===== src/rtl/mii_csc_pkg.sv =====
package mii_csc_pkg;

  typedef struct packed {
    logic half;   // half duplex: tx counts for carrier, collisions possible
    logic hb_ok;  // heartbeat pulse permitted in this configuration
  } csc_mode_t;

  // Number of reference-clock cycles covering a duration in ns (rounded up).
  function automatic int unsigned hb_cycles(int unsigned clk_mhz, int unsigned dur_ns);
    return (clk_mhz * dur_ns + 999) / 1000;
  endfunction

endpackage


===== src/rtl/csc_mode_dec.sv =====
module csc_mode_dec
  import mii_csc_pkg::*;
(
  input  logic      full_dplx,
  input  logic      spd_100,
  input  logic      hb_en,
  output csc_mode_t mode
);

  always_comb begin
    mode.half  = ~full_dplx;
    mode.hb_ok = ~full_dplx & ~spd_100 & hb_en;
  end

endmodule


===== src/rtl/csc_hb_timer.sv =====
module csc_hb_timer #(
  parameter int unsigned HB_CYC = 25
) (
  input  logic clk,
  input  logic rst_n,
  input  logic tx_act,
  input  logic hb_ok,
  output logic hb_on
);

  localparam int unsigned CW = (HB_CYC < 2) ? 1 : $clog2(HB_CYC);
  localparam logic [CW-1:0] LOAD = CW'(HB_CYC - 1);

  logic          tx_d_q, tx_d_nxt;
  logic [CW-1:0] cnt_q, cnt_nxt;
  logic          fall, idle, start;

  always_comb begin
    fall     = tx_d_q & ~tx_act;
    idle     = (cnt_q == '0);
    start    = hb_ok & fall & idle;
    tx_d_nxt = tx_act;
    if (!hb_ok)
      cnt_nxt = '0;
    else if (start)
      cnt_nxt = LOAD;
    else if (!idle)
      cnt_nxt = cnt_q - 1'b1;
    else
      cnt_nxt = cnt_q;
    hb_on = hb_ok & (start | ~idle);
  end

  always_ff @(posedge clk or negedge rst_n) begin
    if (!rst_n) begin
      tx_d_q <= 1'b0;
      cnt_q  <= '0;
    end else begin
      tx_d_q <= tx_d_nxt;
      cnt_q  <= cnt_nxt;
    end
  end

endmodule


===== src/rtl/mii_csc_gen.sv =====
module mii_csc_gen
  import mii_csc_pkg::*;
#(
  parameter int unsigned REF_MHZ = 25,
  parameter int unsigned HB_NS   = 1000,
  localparam int unsigned HB_CYC = hb_cycles(REF_MHZ, HB_NS)
) (
  input  logic clk,
  input  logic rst_n,
  input  logic tx_act,
  input  logic rx_act,
  input  logic full_dplx,
  input  logic spd_100,
  input  logic hb_en,
  output logic crs,
  output logic col
);

  csc_mode_t mode;
  logic      hb_on;
  logic      crs_q, crs_nxt;
  logic      col_q, col_nxt;

  csc_mode_dec u_dec (
    .full_dplx (full_dplx),
    .spd_100   (spd_100),
    .hb_en     (hb_en),
    .mode      (mode)
  );

  csc_hb_timer #(.HB_CYC(HB_CYC)) u_hb (
    .clk    (clk),
    .rst_n  (rst_n),
    .tx_act (tx_act),
    .hb_ok  (mode.hb_ok),
    .hb_on  (hb_on)
  );

  always_comb begin
    crs_nxt = rx_act | (mode.half & tx_act);
    col_nxt = mode.half & ((tx_act & rx_act) | hb_on);
  end

  always_ff @(posedge clk or negedge rst_n) begin
    if (!rst_n) begin
      crs_q <= 1'b0;
      col_q <= 1'b0;
    end else begin
      crs_q <= crs_nxt;
      col_q <= col_nxt;
    end
  end

  assign crs = crs_q;
  assign col = col_q;

endmodule


===== config.mk =====
export PLATFORM = sky130hd
export DESIGN_NAME = mii_csc_gen
export DESIGN_NICKNAME = d
export VERILOG_FILES = /design/src/rtl/mii_csc_pkg.sv /design/src/rtl/csc_mode_dec.sv /design/src/rtl/csc_hb_timer.sv /design/src/rtl/mii_csc_gen.sv
export SDC_FILE = /design/constraint.sdc
export NUM_CORES = 1
export LEC_CHECK = 0
export BUFFER_PORTS_ARGS = -buffer_cell sky130_fd_sc_hd__buf_2
export CAP_MARGIN = 10
export CELL_PAD_IN_SITES_DETAIL_PLACEMENT = 0
export CELL_PAD_IN_SITES_GLOBAL_PLACEMENT = 1
export CORE_AREA = 2 2 39 41
export DETAILED_ROUTE_END_ITERATION = 8
export DIE_AREA = 0 0 41 43
export GPL_TIMING_DRIVEN = 0
export MAX_ROUTING_LAYER = met4
export PLACE_DENSITY_LB_ADDON = 0.1
export REMOVE_ABC_BUFFERS = 1
export SYNTH_ARGS = -nofsm -noshare
export SYNTH_HDL_FRONTEND = slang
export SYNTH_SLANG_ARGS = --single-unit

===== constraint.sdc =====
create_clock -name clk -period 4 [get_ports clk]
set_input_delay 0.6 -clock clk [delete_from_list [all_inputs] [get_ports clk]]
set_output_delay 0.6 -clock clk [all_outputs]
set_load 0.005 [all_outputs]

Word level (Yosys, flattened, before mapping)

Cells that the tools add are included.

Multiplexer cells: 3
Add/sub/neg operators: 1
Bitwise logic cells: 16
Equality and inequality tests: 1
Reductions and logical operators: 1

Operators with widths:

| operator              | count |
|---|---|
| $mux W5               | 3 |
| $and A1 B1 Y1         | 9 |
| $logic_not A5 Y1      | 1 |
| $sub A5 B1 Y5 const B | 1 |
| $not A1 Y1            | 4 |
| $ne A3 B3 Y1 const B  | 1 |
| $or A1 B1 Y1          | 3 |

Bits in registers: 8

Longest topological paths before layout

Depth after elaboration: 9
Mapped depth: 5

Hierarchy

Synthesis repeated with hierarchy kept, for this count alone.

Cell total of the unflattened synthesis: 35
Area, all modules: 392.9 µm²

By module, submodules not included:

| module       | area each (µm²) | cells an instance | times used |
|---|---|---|---|
| csc_hb_timer | 306.5           | 28                | 1 |
| mii_csc_gen  | 70.1            | 5                 | 1 |
| csc_mode_dec | 16.3            | 2                 | 1 |

Worst setup path after synthesis

OpenSTA, ideal clock, no wires.

Kind: in2reg
Start point: input spd_100
End point: register u_hb.cnt_q[3]
Setup slack: 2.545 ns
Required time: 3.935 ns
Cell stages on the path: 3
Arrival: 1.389 ns
Path through: or3b_2 > a21oi_1 > o21a_1

Longest elaborated chain between the ends: 7
Elaborated cells between the ends (all ways): 8

RTL lines:

| what                          | line               | source |
|---|---|---|
| start: declaration            | mii_csc_gen.sv:13  | `input logic spd_100,` |
| $not A1 Y1 *                  | csc_mode_dec.sv:12 | `mode.hb_ok = ~full_dplx & ~spd_100 & hb_en;` |
| $and A1 B1 Y1 * (2 in series) | csc_mode_dec.sv:12 |  |
| $and A1 B1 Y1 (2 in series)   | csc_hb_timer.sv:21 | `start = hb_ok & fall & idle;` |
| $mux W5                       | csc_hb_timer.sv:25 | `else if (start)` |
| $mux W5                       | csc_hb_timer.sv:23 | `if (!hb_ok)` |
| end signal: assignment        | csc_hb_timer.sv:40 | `cnt_q <= cnt_nxt;` |
| end: declaration              | csc_hb_timer.sv:15 | `logic [CW-1:0] cnt_q, cnt_nxt;` |

Every way passes the cells marked *; elsewhere a longest branch is shown, timed or not.
A chain may end at the register's enable or synchronous reset.

Final worst setup path

Start point: register u_hb.cnt_q[0]
End point: register col_q (netlist: col)

Longest elaborated chain between the ends: 6
Elaborated cells between the ends (all ways): 7

RTL lines:

| what                                        | line                                   | source |
|---|---|---|
| $logic_not A5 Y1 *                          | csc_hb_timer.sv:20                     | `idle = (cnt_q == '0);` |
| $and A1 B1 Y1 or $not A1 Y1 (tied branches) | csc_hb_timer.sv:21, csc_hb_timer.sv:31 |  |
| $or A1 B1 Y1 *                              | csc_hb_timer.sv:31                     | `hb_on = hb_ok & (start \| ~idle);` |
| $and A1 B1 Y1 *                             | csc_hb_timer.sv:31                     |  |
| $or A1 B1 Y1 *                              | mii_csc_gen.sv:41                      | `col_nxt = mode.half & ((tx_act & rx_act) \| hb_on);` |
| $and A1 B1 Y1 *                             | mii_csc_gen.sv:41                      |  |
| named net col_nxt                           | mii_csc_gen.sv:22                      | `logic col_q, col_nxt;` |
| end signal: assignment                      | mii_csc_gen.sv:50                      | `col_q <= col_nxt;` |
| end: declaration                            | mii_csc_gen.sv:22                      |  |

The timed path passes the listed nets; every way through them passes the cells marked *.

==> key figures <==
Logic synthesis
  • Post-synth top area share: 53.3%
  • Syn Inst Count: 33
  • Most frequent cell after synthesis: dfrtp_1
  • Area contributors post-synth: dfrtp_1 (53%), nor4b_4 (6.3%), a21oi_1 (5.3%)
  • Avg Cell Area, Syn: 11.4 um^2
  • Seq/Total Area, Yosys: 53.3%
  • Post-synth EDFFs: 0
  • Synth Flop Type: dfrtp_1
  • Post-synthesis cell area: 375 um^2
  • Yosys Warn Count: 0
  • Flops & latches, synth: 8
  • Yosys top cell by area: dfrtp_1
  • Most frequent cells after synthesis: dfrtp_1 (8), a21oi_1 (4), inv_1 (3)
  • Ys async rst share: 100%
  • Post-synth cell types: 17

Global route
  • First-pass GRT wire length: 1280 um
  • Overflow left after global routing: 0
  • Total track usage: 12.0%
  • Number of global-route vias before repair: 280
  • Antenna violations before repair: 0
  • Largest net degree at the start of global routing: 9

STA
  • Slew Limit Fails: 0
  • Period Utilization, post-route: 40.1%
  • Final setup margin: 2.40 ns
  • Minimum clock period: 1.60 ns
  • Setup-failing EPs final: 0
  • Worst clock skew: 0.00235 ns
  • FMAX: 624 MHz
  • Final Hold Viols: 0
  • Relative slew slack: 71.9%
  • Worst-Margin Slew: 0.420 ns
  • RSZ-0062 raised after global routing: no
  • Total negative slack: 0 ns

Routing
  • Drt via density: 4.52
  • Antenna Nets Post-Route: 0
  • WL per Instance: 12.5 um
  • Drt pass-1 iters: 1
  • Initial detailed-routing violation count: 0
  • DRC: 0
  • Vias post-DR: 271
  • Routed WL: 752 um

Cells and area
  • Filler cells: 151
  • Fraction of layout cells with a size suffix above 1: 36.4%
  • # diodes: 0
  • Non-Filler Instances: 60
  • P&R area growth vs syn: 22.0%
  • Finished Core Util: 33.1%
  • Number of nets in the layout: 54

CTS
  • Max clock buf depth: 2
  • CTS clk-pin slew, worst paths: 0.06 ns
  • TritonCTS clock tree: built
  • Resize count post-CTS: 0
  • Post-CTS Hold Buffers: 0
  • Clock Latency Late Sink: 0.25 ns
  • Postcts setup bufs: 0
  • CTS buffer count: 3
  • CTS Sinks: 8
  • Htree depth: 1
  • Clock root buffer: clkbuf_4

Placement
  • Dpl cells: 57
  • Port Buf Inserts: 8
  • HPWL after DPL: 555 um
  • Pre-CTS WS: 2.36 ns
  • GP Congestion: 0.657

Worst setup path
  • RR Endpoint: col
  • CP Max Fanout: 7
  • Nature of the critical path endpoint: flip-flop
  • Kind of critical path: reg2reg
  • Worst Path Arrival: 1.74 ns
  • Launch point of the worst path: u_hb.cnt_q[0]
  • Worst reg-to-reg path cell count: 5
  • Crit start category: flip-flop
  • R2R Path Start: u_hb.cnt_q[0]
  • R2R Setup Slk: 2.40 ns
  • Required time of the critical path: 4.14 ns

Pwr
  • Leakage: 0.222 nW
  • Tot Pwr: 166 uW
  • Worst VDD drop: 0.146 mV
  • P per Cell Area: 362 mW/mm^2

Floorplanning
  • Width of the die: 41 um
  • Core Area: 0.00138 mm^2
  • # IOs: 9
  • Die area: 0.00176 mm^2
  • Die H: 43 um
  • FP Rows: 14
  • Initial Util: 27.1%

Flow run
  • Max-cap viol count: 0

Min path
  • Hold Path Class: in2async

Outcome
  • Outcome: completed
==> cell type report <==
| class | instances | area, um^2 | area share [%] |
|---|---|---|---|
| clock buffers | 3 | 22.5 | 4.92 |
| flip-flops and latches | 8 | 200 | 43.7 |
| well taps | 16 | 20.0 | 4.37 |
| repair buffers | 8 | 40.0 | 8.74 |
| multi-input cells | 22 | 164 | 35.8 |
| inverters | 3 | 11.3 | 2.46 |
==> flip-flops by register name (all words and copies together), names as in the netlist <==
signal	count
crs	1
u_hb.cnt_q	5
u_hb.tx_d_q	1
col	1
==> report_power, final <==
part           total (mW)  internal, mW  switching [mW]  leakage [nW]
clock network      0.0625        0.0344          0.0281        0.0138
logic              0.0180       0.00904         0.00898         0.103
registers          0.0853        0.0836         0.00161         0.105
total               0.166         0.127          0.0387         0.222
==> worst max-delay path: stages (launching register included) <==
cell and delay [ns]:
dfrtp_1 0.41, inv_1 0.07, ha_1 0.22, nor4b_4 0.40, a21oi_1 0.16, a31o_2 0.24
==> through the flow <==
step / hold slack (ns) / cell area, um^2
floorplan: 0.304 / 375
global placement: 0.450 / 435
detailed placement: 0.455 / 435
CTS: 0.180 / 458
global route: 0.185 / 458
finish: 0.178 / 458
==> worst max path at each step <==
stage                     depth (start not counted)  slack, ns            end
after floorplan                                   3       2.55  u_hb.cnt_q[3]
after detailed placement                          4       2.36  u_hb.cnt_q[3]
after global routing                              5       2.24            col
after global placement                            4       2.36  u_hb.cnt_q[3]
after CTS                                         5       2.38            col
final                                             5       2.40            col
==> layout by cell type, fill, tap and decap left out, drive strengths merged <==
cell / netlist / routed
buf: 0 / 8
nor4b: 1 / 1
nor3: 2 / 2
o21ai: 1 / 1
nand3: 2 / 2
or3b: 1 / 1
ha: 1 / 1
nand2b: 2 / 2
a31o: 1 / 1
a21oi: 4 / 4
inv: 3 / 3
or2: 2 / 2
clkbuf: 0 / 3
xnor2: 1 / 1
xor2: 1 / 1
a21o: 1 / 1
or4: 1 / 1
o21a: 1 / 1
dfrtp: 8 / 8
==> per-layer routing <==
layer | up-vias | share of wire, % | global-route usage (%)
met5 | - | 0 | -
met4 | 0 | 0 | 8.00
met3 | 0 | 5.5 | 4.71
met2 | 7 | 52 | 16.3
met1 | 126 | 42 | 14.0
li1 | 138 | - | -
==> kinds of logic after synthesis <==
group	Yosys count	share of synthesized area (%)
XOR/XNOR	2	4.67
adder cells (fa/ha/maj)	1	3.33
AND/OR/NAND/NOR	11	22.7
flip-flops	8	53.3
buffers and inverters	3	3.00
AO/OA/AOI/OAI	8	13.0
Note: power is estimated with default switching activity, not from simulation.
